**config.mk**
```make
export PLATFORM = sky130hd
export DESIGN_NAME = isa_cmd_seq
export DESIGN_NICKNAME = d
export VERILOG_FILES = /design/src/rtl/isa_seq_pkg.sv /design/src/rtl/isa_ref_trig.sv /design/src/rtl/isa_cyc_ctl.sv /design/src/rtl/isa_strobe_gen.sv /design/src/rtl/isa_cmd_seq.sv
export SDC_FILE = /design/constraint.sdc
export NUM_CORES = 1
export LEC_CHECK = 0
export BUFFER_PORTS_ARGS = -buffer_cell sky130_fd_sc_hd__buf_2
export CAP_MARGIN = 0
export CORE_MARGIN = 2
export CORE_UTILIZATION = 46
export CTS_CLUSTER_DIAMETER = 200
export CTS_CLUSTER_SIZE = 40
export DETAILED_ROUTE_END_ITERATION = 8
export HOLD_SLACK_MARGIN = 0.05
export MAX_ROUTING_LAYER = met4
export PLACE_DENSITY = 0.82
export REMOVE_ABC_BUFFERS = 1
export SYNTH_ARGS = -nofsm -noshare
export SYNTH_HDL_FRONTEND = slang
export SYNTH_SLANG_ARGS = --single-unit
export TNS_END_PERCENT = 5
```
**constraint.sdc**
```tcl
create_clock -name clk_i -period 2.3 [get_ports clk_i]
set_input_delay 0.46 -clock clk_i [delete_from_list [all_inputs] [get_ports clk_i]]
set_output_delay 0.46 -clock clk_i [all_outputs]
set_load 0.005 [all_outputs]
```
**src/rtl/isa_seq_pkg.sv**
```systemverilog
package isa_seq_pkg;
  typedef enum logic [1:0] {
    K_MRD  = 2'd0,
    K_MWR  = 2'd1,
    K_IORD = 2'd2,
    K_IOWR = 2'd3
  } cyc_kind_e;

  typedef enum logic [2:0] {
    S_IDLE, S_ADDR, S_CMD, S_HREQ, S_HOLD, S_RECOV
  } seq_st_e;

  typedef struct packed {
    cyc_kind_e kind;
    logic      low1m;
    logic      bhe;
    logic      dma;
    logic      rfsh;
  } cyc_info_t;

  localparam cyc_info_t REF_INFO = '{kind: K_MRD, low1m: 1'b1, bhe: 1'b0, dma: 1'b0, rfsh: 1'b1};
endpackage

```
**src/rtl/isa_ref_trig.sv**
```systemverilog
module isa_ref_trig (
  input  logic clk_i,
  input  logic rst_ni,
  input  logic ref_req_i,
  input  logic master_ni,
  input  logic ref_ni,
  input  logic take_i,
  output logic pend_o
);
  logic ref_q, pend_q, trig;

  // card-driven refresh: falling REF# while the card owns the bus
  assign trig = ref_req_i | (~master_ni & ref_q & ~ref_ni);

  always_ff @(posedge clk_i or negedge rst_ni) begin
    if (!rst_ni) begin
      ref_q  <= 1'b1;
      pend_q <= 1'b0;
    end else begin
      ref_q  <= ref_ni;
      pend_q <= trig | (pend_q & ~take_i);
    end
  end

  assign pend_o = pend_q;

  a_r8_take_pending: assert property (@(posedge clk_i) disable iff (!rst_ni)
    take_i |-> pend_q);
  a_r8_take_clears: assert property (@(posedge clk_i) disable iff (!rst_ni)
    (take_i && !trig) |=> !pend_q);
endmodule

```
**src/rtl/isa_cyc_ctl.sv**
```systemverilog
module isa_cyc_ctl
  import isa_seq_pkg::*;
#(
  parameter int ADDR_W    = 24,
  parameter int MB_BIT    = 20,
  parameter int N_WIDE    = 4,
  parameter int N_NARROW  = 6,
  parameter int HOLD_CLKS = 2
) (
  input  logic              clk_i,
  input  logic              rst_ni,
  input  logic              req_valid_i,
  input  logic [1:0]        req_kind_i,
  input  logic [ADDR_W-1:0] req_addr_i,
  input  logic              req_bhe_i,
  input  logic              req_dma_i,
  input  logic              ref_pend_i,
  input  logic              master_ni,
  input  logic              mcs16_ni,
  input  logic              zws_ni,
  input  logic              iochrdy_i,
  input  logic              host_gnt_i,
  output seq_st_e           state_o,
  output cyc_info_t         info_o,
  output logic              take_ref_o
);
  localparam int NMAX  = (N_WIDE > N_NARROW) ? N_WIDE : N_NARROW;
  localparam int CNT_W = $clog2(NMAX + 1) + 1;
  localparam int HLD_W = $clog2(HOLD_CLKS + 1);
  localparam logic [CNT_W-1:0] CNT_SAT = '1;

  seq_st_e          state_q, state_d;
  cyc_info_t        info_q, info_d;
  logic [CNT_W-1:0] cnt_q, cnt_d, n_q, n_d;
  logic [HLD_W-1:0] hold_q, hold_d;
  logic             cmd_end;

  assign cmd_end = ~zws_ni | ((cnt_q >= n_q) & iochrdy_i);

  always_comb begin
    state_d    = state_q;
    info_d     = info_q;
    cnt_d      = cnt_q;
    n_d        = n_q;
    hold_d     = hold_q;
    take_ref_o = 1'b0;
    unique case (state_q)
      S_IDLE, S_RECOV: begin
        if (ref_pend_i) begin
          take_ref_o = 1'b1;
          info_d     = REF_INFO;
          state_d    = S_HREQ;
        end else if (state_q == S_IDLE && req_valid_i && master_ni) begin
          info_d.kind  = cyc_kind_e'(req_kind_i);
          info_d.low1m = (req_addr_i[ADDR_W-1:MB_BIT] == '0);
          info_d.bhe   = req_bhe_i;
          info_d.dma   = req_dma_i;
          info_d.rfsh  = 1'b0;
          state_d      = S_ADDR;
        end else begin
          state_d = S_IDLE;
        end
      end
      S_ADDR: begin
        n_d     = (!info_q.kind[1] && !mcs16_ni) ? CNT_W'(N_WIDE) : CNT_W'(N_NARROW);
        cnt_d   = CNT_W'(1);
        state_d = S_CMD;
      end
      S_HREQ: begin
        if (host_gnt_i) begin
          hold_d  = '0;
          state_d = S_HOLD;
        end
      end
      S_HOLD: begin
        if (hold_q == HLD_W'(HOLD_CLKS - 1)) begin
          n_d     = CNT_W'(N_NARROW);
          cnt_d   = CNT_W'(1);
          state_d = S_CMD;
        end else begin
          hold_d = hold_q + 1'b1;
        end
      end
      S_CMD: begin
        if (cmd_end) state_d = S_RECOV;
        else if (cnt_q != CNT_SAT) cnt_d = cnt_q + 1'b1;
      end
      default: state_d = S_IDLE;
    endcase
  end

  always_ff @(posedge clk_i or negedge rst_ni) begin
    if (!rst_ni) begin
      state_q <= S_IDLE;
      info_q  <= '0;
      cnt_q   <= '0;
      n_q     <= '0;
      hold_q  <= '0;
    end else begin
      state_q <= state_d;
      info_q  <= info_d;
      cnt_q   <= cnt_d;
      n_q     <= n_d;
      hold_q  <= hold_d;
    end
  end

  assign state_o = state_q;
  assign info_o  = info_q;

  a_r7_hold_two: assert property (@(posedge clk_i) disable iff (!rst_ni)
    (state_q == S_CMD && $past(state_q) == S_HOLD) |-> $past(state_q, 2) == S_HOLD);
  a_r5_no_early_end: assert property (@(posedge clk_i) disable iff (!rst_ni)
    (state_q == S_RECOV && $past(state_q) == S_CMD && $past(zws_ni)) |-> $past(cnt_q) >= $past(n_q));
  a_r5_ready_ends: assert property (@(posedge clk_i) disable iff (!rst_ni)
    (state_q == S_CMD && cnt_q >= n_q && iochrdy_i) |=> state_q != S_CMD);
endmodule

```
**src/rtl/isa_strobe_gen.sv**
```systemverilog
module isa_strobe_gen
  import isa_seq_pkg::*;
(
  input  seq_st_e   state_i,
  input  cyc_info_t info_i,
  output logic      memr_no,
  output logic      memw_no,
  output logic      smemr_no,
  output logic      smemw_no,
  output logic      ior_no,
  output logic      iow_no,
  output logic      bhe_no,
  output logic      ref_no,
  output logic      ale_o,
  output logic      aen_o
);
  logic in_cmd, in_cyc, mrd, mwr;

  assign in_cmd = (state_i == S_CMD);
  assign in_cyc = (state_i == S_ADDR) | in_cmd;
  assign mrd    = in_cmd & (info_i.kind == K_MRD);
  assign mwr    = in_cmd & (info_i.kind == K_MWR) & ~info_i.rfsh;

  assign memr_no  = ~mrd;
  assign memw_no  = ~mwr;
  assign smemr_no = ~(mrd & info_i.low1m);
  assign smemw_no = ~(mwr & info_i.low1m);
  assign ior_no   = ~(in_cmd & (info_i.kind == K_IORD) & ~info_i.rfsh);
  assign iow_no   = ~(in_cmd & (info_i.kind == K_IOWR) & ~info_i.rfsh);
  assign bhe_no   = ~(in_cyc & info_i.bhe & ~info_i.rfsh);
  assign ref_no   = ~(info_i.rfsh & ((state_i == S_HREQ) | (state_i == S_HOLD) | in_cmd));
  assign ale_o    = (state_i == S_ADDR);
  assign aen_o    = in_cyc & info_i.dma & ~info_i.rfsh;
endmodule

```
**src/rtl/isa_cmd_seq.sv**
```systemverilog
module isa_cmd_seq
  import isa_seq_pkg::*;
#(
  parameter int ADDR_W    = 24,
  parameter int MB_BIT    = 20,
  parameter int N_WIDE    = 4,
  parameter int N_NARROW  = 6,
  parameter int HOLD_CLKS = 2
) (
  input  logic              clk_i,
  input  logic              rst_ni,
  input  logic              req_valid_i,
  input  logic [1:0]        req_kind_i,
  input  logic [ADDR_W-1:0] req_addr_i,
  input  logic              req_bhe_i,
  input  logic              req_dma_i,
  input  logic              ref_req_i,
  input  logic              master_ni,
  input  logic              ref_ni,
  input  logic              mcs16_ni,
  input  logic              zws_ni,
  input  logic              iochrdy_i,
  input  logic              host_gnt_i,
  output logic              memr_no,
  output logic              memw_no,
  output logic              smemr_no,
  output logic              smemw_no,
  output logic              ior_no,
  output logic              iow_no,
  output logic              bhe_no,
  output logic              ref_no,
  output logic              ale_o,
  output logic              aen_o,
  output logic              cmd_oe_o,
  output logic              ref_oe_o,
  output logic              host_req_o,
  output logic              raddr_oe_o,
  output logic              done_o
);
  seq_st_e   state;
  cyc_info_t info;
  logic      ref_pend, take_ref;

  isa_ref_trig u_trig (
    .clk_i     (clk_i),
    .rst_ni    (rst_ni),
    .ref_req_i (ref_req_i),
    .master_ni (master_ni),
    .ref_ni    (ref_ni),
    .take_i    (take_ref),
    .pend_o    (ref_pend)
  );

  isa_cyc_ctl #(
    .ADDR_W    (ADDR_W),
    .MB_BIT    (MB_BIT),
    .N_WIDE    (N_WIDE),
    .N_NARROW  (N_NARROW),
    .HOLD_CLKS (HOLD_CLKS)
  ) u_ctl (
    .clk_i       (clk_i),
    .rst_ni      (rst_ni),
    .req_valid_i (req_valid_i),
    .req_kind_i  (req_kind_i),
    .req_addr_i  (req_addr_i),
    .req_bhe_i   (req_bhe_i),
    .req_dma_i   (req_dma_i),
    .ref_pend_i  (ref_pend),
    .master_ni   (master_ni),
    .mcs16_ni    (mcs16_ni),
    .zws_ni      (zws_ni),
    .iochrdy_i   (iochrdy_i),
    .host_gnt_i  (host_gnt_i),
    .state_o     (state),
    .info_o      (info),
    .take_ref_o  (take_ref)
  );

  isa_strobe_gen u_stb (
    .state_i  (state),
    .info_i   (info),
    .memr_no  (memr_no),
    .memw_no  (memw_no),
    .smemr_no (smemr_no),
    .smemw_no (smemw_no),
    .ior_no   (ior_no),
    .iow_no   (iow_no),
    .bhe_no   (bhe_no),
    .ref_no   (ref_no),
    .ale_o    (ale_o),
    .aen_o    (aen_o)
  );

  // strobes turn into inputs while a card owns the bus
  assign cmd_oe_o   = master_ni;
  assign ref_oe_o   = master_ni;
  assign host_req_o = (state == S_HREQ) | (state == S_HOLD);
  assign raddr_oe_o = (state == S_HOLD);
  assign done_o     = (state == S_RECOV);

  a_r2_done_pulse: assert property (@(posedge clk_i) disable iff (!rst_ni)
    done_o |=> !done_o);
  a_r2_ale_single: assert property (@(posedge clk_i) disable iff (!rst_ni)
    ale_o |=> !ale_o);
  a_r3_smemr_sub: assert property (@(posedge clk_i) disable iff (!rst_ni)
    !smemr_no |-> !memr_no);
  a_r3_smemw_sub: assert property (@(posedge clk_i) disable iff (!rst_ni)
    !smemw_no |-> !memw_no);
  a_r9_no_issue: assert property (@(posedge clk_i) disable iff (!rst_ni)
    (!master_ni && !$past(master_ni)) |-> !ale_o);
  a_r10_aen_owner: assert property (@(posedge clk_i) disable iff (!rst_ni)
    aen_o |-> master_ni);
  a_r7_release_after_hold: assert property (@(posedge clk_i) disable iff (!rst_ni)
    $fell(host_req_o) |-> $past(raddr_oe_o) && $past(raddr_oe_o, 2));
endmodule

```
Word-level counts from Yosys, hierarchy flattened
Index checks and enable logic that the tools add are counted.
{ "word_totals": {"regBits": 21, "latch_bits": 0, "mem_bits_rw": 0, "romBits": 0, "inputBits": 38, "out_inout_bits": 15, "word_cells": 105, "memories": 0} }
{ "classes": {"addsub": 2, "mul": 0, "div": 0, "magnitude_cmp": 1, "n_eq_ne": 16, "n_shift": 0, "mux": 20, "bitwise_logic": 37, "reduce_logical": 18} }
{ "ops": {"columns": ["cell", "n"], "rows": [
  ["AND 1 bit", 18],
  ["two-way mux 4 bit", 4],
  ["case mux 3 bit (5 select lines)", 1],
  ["NOT 1 bit", 13],
  ["two-way mux 3 bit", 4],
  ["two-way mux 6 bit", 2],
  ["case mux 4 bit (3 select lines)", 1],
  ["inequality test 2 bit, second input constant", 5],
  ["case mux 4 bit (2 select lines)", 1],
  ["equality test 3 x 2 -> 1 bit, second input constant", 2],
  ["equality test 3 bit, second input constant", 2],
  ["two-way mux 2 bit", 3],
  ["bitwise OR 1 bit", 6],
  ["AND reduction 3 bit", 2],
  ["nonzero test 2 bit", 3],
  ["adder 4 x 1 -> 4 bit, second input constant", 1],
  ["equality test 2 x 1 -> 1 bit, second input constant", 2],
  ["equality test 2 bit, second input constant", 2],
  ["greater-or-equal comparator 4 bit", 1],
  ["zero test 4 bit", 1],
  ["inequality test 4 bit, second input constant", 1],
  ["case mux 2 bit (2 select lines)", 1],
  ["AND reduction 2 bit", 2],
  ["AND reduction 4 bit", 1],
  ["other kinds (10)", 15]
]} }

Depth between registers and ports, before layout
Gate-level depths: netlist of the first run.
{ "depth": {"word_depth": 6, "depth_mapped": 6, "ltp_nobuf": 6} }

Modules after synthesis
From an unflattened synthesis of the first run, not the netlist that was laid out.
{ "unflattened": {"hier_cells": 140, "hier_area_um2": 1267.5} }
{ "modules_own_cells": {"columns": ["mod", "instances", "cells_each", "area_per_inst_um2", "seq_area_each_um2"], "rows": [
  ["isa_cyc_ctl", 1, 110, 1042.2, 425.4],
  ["isa_strobe_gen", 1, 17, 106.4, 0.0],
  ["isa_ref_trig", 1, 5, 68.8, 51.3],
  ["isa_cmd_seq", 1, 8, 50.0, 0.0]
]} }

Worst setup path after synthesis of the first run
No wires, ideal clock.
{ "synth_path": {"path_kind": "register -> output", "from": "reg u_ctl.state_q[2], in the netlist u_ctl.state_o[2]", "to": "out smemw_no", "arrival_time_ps": 1464, "t_required_ps": 1840, "setup_slack_ps": 376, "stages_incl_launch_ff": 5, "path_buffers": 0, "path_cell_list": "dfrtp_1 and2b_2 nand2_2 or4b_4 or2_1"} }
{ "synth_between": {"elab_chain_len": 5} }
{ "synth_lines": {"columns": ["element", "line_no", "source"], "rows": [
  ["start, declared", "isa_cyc_ctl.sv:32", "seq_st_e state_q, state_d;"],
  ["start signal, assigned", "isa_cyc_ctl.sv:100", "state_q <= state_d;"],
  ["equality test 3 x 2 -> 1 bit", "isa_strobe_gen.sv:19", "assign in_cmd = (state_i == S_CMD);"],
  ["AND 1 bit (2 in a row)", "isa_strobe_gen.sv:22", "assign mwr = in_cmd & (info_i.kind == K_MWR) & ~info_i.rfsh;"],
  ["AND 1 bit", "isa_strobe_gen.sv:27", "assign smemw_no = ~(mwr & info_i.low1m);"],
  ["NOT 1 bit", "isa_strobe_gen.sv:27", null],
  ["end, declared", "isa_cmd_seq.sv:27", "output logic smemw_no,"]
]} }
Every way passes these cells.

Worst setup path in the final report of the first run
Same ends and word-level chain as after synthesis.

==> results of run 1 <==
-- layer usage --
layer,up-vias,track usage,share of wire
li1,543,-,-
met4,0,0.0875,0.013
met2,30,0.365,0.51
met3,5,0.0355,0.040
met1,564,0.256,0.44
met5,-,-,0
-- cell usage after synthesis (2+ instances only) --
cell type  instances
or2_1              2
nor3_1             3
o31ai_1            4
nand4_1            2
clkbuf_1           2
a22o_1             4
o22ai_1            2
a21oi_1            5
buf_2              2
and2_1             3
nand2b_1           4
dfrtp_1           18
ha_1               4
nor3b_1            3
nand2_1            9
buf_4              3
inv_1              7
nand3b_1           2
nor2_1             6
or4_1              2
o211ai_1           3
o21ai_0           13
nand3_1            3
-- per-stage QoR --
| step | util | total power, mW | instance area (um^2) |
|---|---|---|---|
| final | 0.566 | 1.56 | 1390 |
| after global routing | 0.566 | 1.68 | 1390 |
| after CTS | 0.566 | 1.55 | 1390 |
| after detailed placement | 0.551 | 1.36 | 1350 |
| after global placement | 0.551 | 1.31 | 1350 |
| after floorplan | - | 1.07 | 1130 |
-- kinds of logic after synthesis --
| logic type | share of synthesized area |
|---|---|
| AO/OA/AOI/OAI | 0.226 |
| XOR/XNOR | 0.0149 |
| adder cells (fa/ha/maj) | 0.0426 |
| buffers and inverters | 0.0565 |
| flip-flops | 0.406 |
| AND/OR/NAND/NOR | 0.254 |
-- state kept, by name, summed over array words and instances, names as in the netlist --
signal / count
u_trig.pend_o: 1
u_ctl.n_q: 2
u_ctl.hold_q: 2
u_ctl.info_o: 6
u_ctl.state_o: 3
u_trig.ref_q: 1
u_ctl.cnt_q: 4
-- worst paths after layout --
path	end	from	depth (start not counted)	slack (ns)
max	smemw_no	u_ctl.state_o[2]$_DFFE_PN0P_	5	0.03
min	u_ctl.info_o[1]$_DFFE_PN0P_	rst_ni	1	0.06
max reg2reg	u_ctl.cnt_q[3]$_DFFE_PN0P_	u_ctl.state_o[0]$_DFFE_PN0P_	5	0.43
min reg2reg	u_ctl.n_q[2]$_DFFE_PN0P_	u_ctl.n_q[2]$_DFFE_PN0P_	2	0.49
max in group asynchronous	u_trig.ref_q$_DFF_PN1_	rst_ni	1	1.91
min in group clk_i	u_trig.ref_q$_DFF_PN1_	ref_ni	1	0.24
-- timing repair --
action,4_1_cts,5_1_grt
endpoints found under the hold margin,0,0
endpoints found under the setup margin,1,1
buffers inserted,1,0
-- where the power goes --
part | total (mW) | internal (mW) | switching [mW] | leakage (nW)
clock network | 0.172 | 0.0649 | 0.107 | 0.0177
logic | 0.858 | 0.359 | 0.499 | 0.386
registers | 0.528 | 0.436 | 0.0926 | 0.229
-- layout make-up --
type,instances,area [um^2],share of cell area
inverter,7,26.3,0.0189
multi-input combinational,95,631,0.454
clock buffer,3,22.5,0.0162
sequential,19,477,0.343
timing repair buffer,36,190,0.137
tap,30,37.5,0.0270
clock inverter,1,5.00,0.00360
==> flow_metrics.env, run 1 <==
export IMPL_status="completed"
export IMPL_synthFlopType="dfrtp_1"
export IMPL_synth_cells=128
export IMPL_layout_commonest_cell="buf_2"
export IMPL_wl_per_cell_um=15.2
export IMPL_ys_async_sr_fraction=1.00
export IMPL_drt_pre_antenna_iters=4
export IMPL_final_cell_mix="32 x buf_2, 18 x dfrtp_1, 13 x o21ai_0, 9 x nand2_1, 7 x inv_1"
export IMPL_vdd_drop_max_uv=685
export IMPL_synth_seq_cells=19
export IMPL_synthTopCellsByArea="dfrtp_1 38%, o21ai_0 5.5%, ha_1 4.3%, a22o_1 3.0%, nand2_1 2.9%"
export IMPL_clk_latency_ns=0.31
export IMPL_dp_cells=186
export IMPL_power_leakage_nw=0.633
export IMPL_avgSynthCellArea_um2=9.17
export IMPL_htreeDepth=1
export IMPL_max_freq_mhz=440
export IMPL_root_buffer="clkbuf_4"
export IMPL_antenna_found_initial=0
export IMPL_max_cap_violations=0
export IMPL_cts_buffers=3
export IMPL_synth_cell_types=45
export IMPL_fin_cells=191
export IMPL_rsz0062_at_grt="yes"
export IMPL_start_util=0.478
export IMPL_crit_chain="and2b_2, nand2_2, or4b_4, or2_1, buf_2"
export IMPL_synth_top_area_share=0.384
export IMPL_grt_pass1_wl_um=4510
export IMPL_cts_hold_buf=0
export IMPL_hold_viol=0
export IMPL_drc=0
export IMPL_synth_area_um2=1170
export IMPL_worst_pin_slew_ns=0.539
export IMPL_gr_usage_all_layers=0.217
export IMPL_rows=18
export IMPL_slew_headroom=0.637
export IMPL_tritoncts="yes"
export IMPL_drt_vias_per_instance=5.98
export IMPL_finalSetupViolCount=0
export IMPL_gp_congestion=0.852
export IMPL_grt_pass1_vias=1055
export IMPL_crit_family="simple AND/OR/NAND/NOR gates"
export IMPL_gr_total_overflow=0
export IMPL_drv_slew=0
export IMPL_finalCriticalPeriod_ns=2.27
export IMPL_area_growth_pct=18.3
export IMPL_cts_sinks=19
export IMPL_place_ws_ns=0.278
export IMPL_fin_skew_ns=0.0222
export IMPL_startpoint_type="register"
export IMPL_coreArea_um2=2450
export IMPL_nFillCells=240
export IMPL_final_setup_worst_slack_ns=0.0286
export IMPL_hold_class="in2async"
export IMPL_port_buffers=32
export IMPL_hpwl_um=2120
export IMPL_synth_top_area_cell="dfrtp_1"
export IMPL_critPathKind="reg2out"
export IMPL_cts_clk_slew_worst_paths_ns=0.12
export IMPL_ys_warn_count=0
export IMPL_ios=53
export IMPL_vias=1142
export IMPL_cp_slowest_stage_delay_ns=0.49
export IMPL_power_density_nw_per_um2=1120
export IMPL_critPathSlowestCell="or4b_4"
export IMPL_arrival_ns=1.81
export IMPL_worstSetupEndpointType="output port"
export IMPL_fin_crit_sh=0.988
export IMPL_ys_seq_area_frac=0.406
export IMPL_die_h_um=54.5
export IMPL_drive_above_1_share=0.286
export IMPL_dieArea_um2=2970
export IMPL_synth_edf_count=0
export IMPL_path_max_fanout=4
export IMPL_grt_max_degree=20
export IMPL_holdWs_ns=0.0630
export IMPL_required_ns=1.84
export IMPL_worst_path_buf_inv=1
export IMPL_postRouteAntennaNets=0
export IMPL_ctsResizeCount=0
export IMPL_die_width_um=54.5
export IMPL_clockBufferDepth=2
export IMPL_dr_first_iter_drc_count=16
export IMPL_tns_ns=0
export IMPL_n_antenna_cell=0
export IMPL_finalNetCount=204
export IMPL_wl_um=2900
(Power assumes the default switching activity.)
==> run 2: changes to the inputs <==
--- a/config.mk
+++ b/config.mk
@@ -7,14 +7,13 @@
 export LEC_CHECK = 0
 export BUFFER_PORTS_ARGS = -buffer_cell sky130_fd_sc_hd__buf_2
 export CAP_MARGIN = 0
-export CORE_MARGIN = 2
-export CORE_UTILIZATION = 46
+export CORE_UTILIZATION = 42
 export CTS_CLUSTER_DIAMETER = 200
 export CTS_CLUSTER_SIZE = 40
 export DETAILED_ROUTE_END_ITERATION = 8
 export HOLD_SLACK_MARGIN = 0.05
 export MAX_ROUTING_LAYER = met4
-export PLACE_DENSITY = 0.82
+export PLACE_DENSITY = 0.79
 export REMOVE_ABC_BUFFERS = 1
 export SYNTH_ARGS = -nofsm -noshare
 export SYNTH_HDL_FRONTEND = slang
==> constraint.sdc (replaced) <==
create_clock -name clk_i -period 1.92 [get_ports clk_i]
set_input_delay 0.384 -clock clk_i [delete_from_list [all_inputs] [get_ports clk_i]]
set_output_delay 0.384 -clock clk_i [all_outputs]
set_load 0.005 [all_outputs]
==> flow_metrics.env, run 2 (same netlist as run 1, synthesis figures left out) <==
export IMPL_rr_worst_depth=6
export IMPL_die_h_um=54.9
export IMPL_final_setup_worst_slack_ns=-0.259
export IMPL_status="complete, but fails checks"
export IMPL_final_cell_mix="32 x buf_2, 18 x dfrtp_1, 12 x o21ai_0, 9 x nand2_1, 8 x buf_4"
export IMPL_dp_cells=191
export IMPL_htreeDepth=1
export IMPL_rsz0062_at_grt="yes"
export IMPL_cts_sinks=19
export IMPL_coreArea_um2=2570
export IMPL_ios=53
export IMPL_gr_total_overflow=0
export IMPL_gp_congestion=0.777
export IMPL_tritoncts="yes"
export IMPL_fin_crit_sh=1.13
export IMPL_cts_buffers=3
export IMPL_worstSetupEndpointType="output port"
export IMPL_drc=0
export IMPL_critPathKind="reg2out"
export IMPL_postRouteAntennaNets=0
export IMPL_fin_cells=197
export IMPL_largest_reg_flops=6
export IMPL_hold_depth=1
export IMPL_drt_vias_per_instance=5.85
export IMPL_path_max_fanout=2
export IMPL_hpwl_um=2120
export IMPL_slew_headroom=0.664
export IMPL_antenna_found_initial=0
export IMPL_cts_clk_slew_worst_paths_ns=0.11
export IMPL_area_growth_pct=25.8
export IMPL_drive_above_1_share=0.323
export IMPL_required_ns=1.54
export IMPL_port_buffers=32
export IMPL_grt_pass1_vias=1056
export IMPL_multi_input_area_um2=664
export IMPL_vdd_drop_max_uv=760
export IMPL_start_util=0.457
export IMPL_clockBufferDepth=2
export IMPL_max_freq_mhz=459
export IMPL_power_leakage_nw=0.670
export IMPL_startpoint_type="register"
export IMPL_root_buffer="clkbuf_4"
export IMPL_crit_chain="and2b_2, nand2_2, or4b_4, or2_1, buf_2"
export IMPL_worst_pin_slew_ns=0.500
export IMPL_critPathSlowestCell="or4b_4"
export IMPL_drv_slew=0
export IMPL_grt_max_degree=20
export IMPL_dr_first_iter_drc_count=26
export IMPL_wl_um=2850
export IMPL_drt_pre_antenna_iters=4
export IMPL_rows=18
export IMPL_gr_usage_all_layers=0.216
export IMPL_nFillCells=234
export IMPL_hold_viol=0
export IMPL_arrival_ns=1.79
export IMPL_finalSetupViolCount=4
export IMPL_layout_commonest_cell="buf_2"
export IMPL_fin_skew_ns=0.00385
export IMPL_clk_latency_ns=0.30
export IMPL_vias=1153
export IMPL_hold_class="in2reg"
export IMPL_n_antenna_cell=0
export IMPL_power_density_nw_per_um2=1370
export IMPL_die_width_um=54.9
export IMPL_finalCriticalPeriod_ns=2.18
export IMPL_regArea_um2=477
export IMPL_finalNetCount=210
export IMPL_grt_pass1_wl_um=4460
export IMPL_max_cap_violations=0
export IMPL_dieArea_um2=3010
export IMPL_cp_slowest_stage_delay_ns=0.47
export IMPL_wl_per_cell_um=14.4
export IMPL_tns_ns=-0.613
export IMPL_violations="negative setup slack"
## run 2: worst max-delay path, delay by kind of cell (launching register included)
| kind | cells | cell delay, ns |
|---|---|---|
| buffers and inverters | 1 | 0.12 |
| and+or+nand+nor | 4 | 0.98 |
| DFF | 1 | 0.39 |
## run 2: what timing repair did
action                                 CTS  global route
buffers inserted                         0             1
setup endpoints to repair                5            12
endpoints found under the hold margin   18             0
gates resized for setup                  1             8
hold buffers                             1             0
gates cloned                             0             0
pin swaps                                0             1
## run 2: layout make-up
| type | count | share of cell area |
|---|---|---|
| multi-input combinational | 95 | 0.450 |
| tap | 30 | 0.0254 |
| sequential | 19 | 0.323 |
| inverter | 7 | 0.0178 |
| timing repair buffer | 42 | 0.166 |
| clock buffer | 4 | 0.0178 |
## run 2: final timing paths
kind	start	endpoint	slack, ns
hold / removal	ref_ni	u_trig.ref_q$_DFF_PN1_	0.18
max in group asynchronous	rst_ni	u_trig.ref_q$_DFF_PN1_	1.04
setup / recovery	u_ctl.state_o[2]$_DFFE_PN0P_	smemw_no	-0.26
hold reg to reg	u_ctl.n_q[2]$_DFFE_PN0P_	u_ctl.n_q[2]$_DFFE_PN0P_	0.50
min in group asynchronous	rst_ni	u_ctl.cnt_q[3]$_DFFE_PN0P_	0.54
setup reg to reg	u_ctl.cnt_q[1]$_DFFE_PN0P_	u_ctl.cnt_q[3]$_DFFE_PN0P_	0.18
## run 2: report_power, final
group | internal (mW) | switching (mW)
registers | 0.522 | 0.0986
clock network | 0.0810 | 0.127
logic | 0.542 | 0.645
## run 2: metrics by stage
step / util / setup slack, ns / hold slack, ns / power (mW) / instance area [um^2]
2_1_floorplan: - / -0.0573 / 0.0884 / 1.28 / 1130
3_3_place_gp: 0.542 / 0.0876 / 0.349 / 1.66 / 1390
3_5_place_dp: 0.542 / 0.0826 / 0.354 / 1.71 / 1390
4_1_cts: 0.558 / -0.281 / 0.168 / 1.93 / 1430
5_1_grt: 0.575 / -0.333 / 0.156 / 2.21 / 1480
6_report: 0.575 / -0.259 / 0.179 / 2.02 / 1480
## run 2: metal layers
| layer | track usage | vias to the layer above | share of wire |
|---|---|---|---|
| li1 | - | 556 | - |
| met1 | 0.251 | 554 | 0.45 |
| met2 | 0.369 | 41 | 0.50 |
| met3 | 0.0583 | 2 | 0.054 |
| met4 | 0.0427 | 0 | 0.0021 |
| met5 | - | - | 0 |
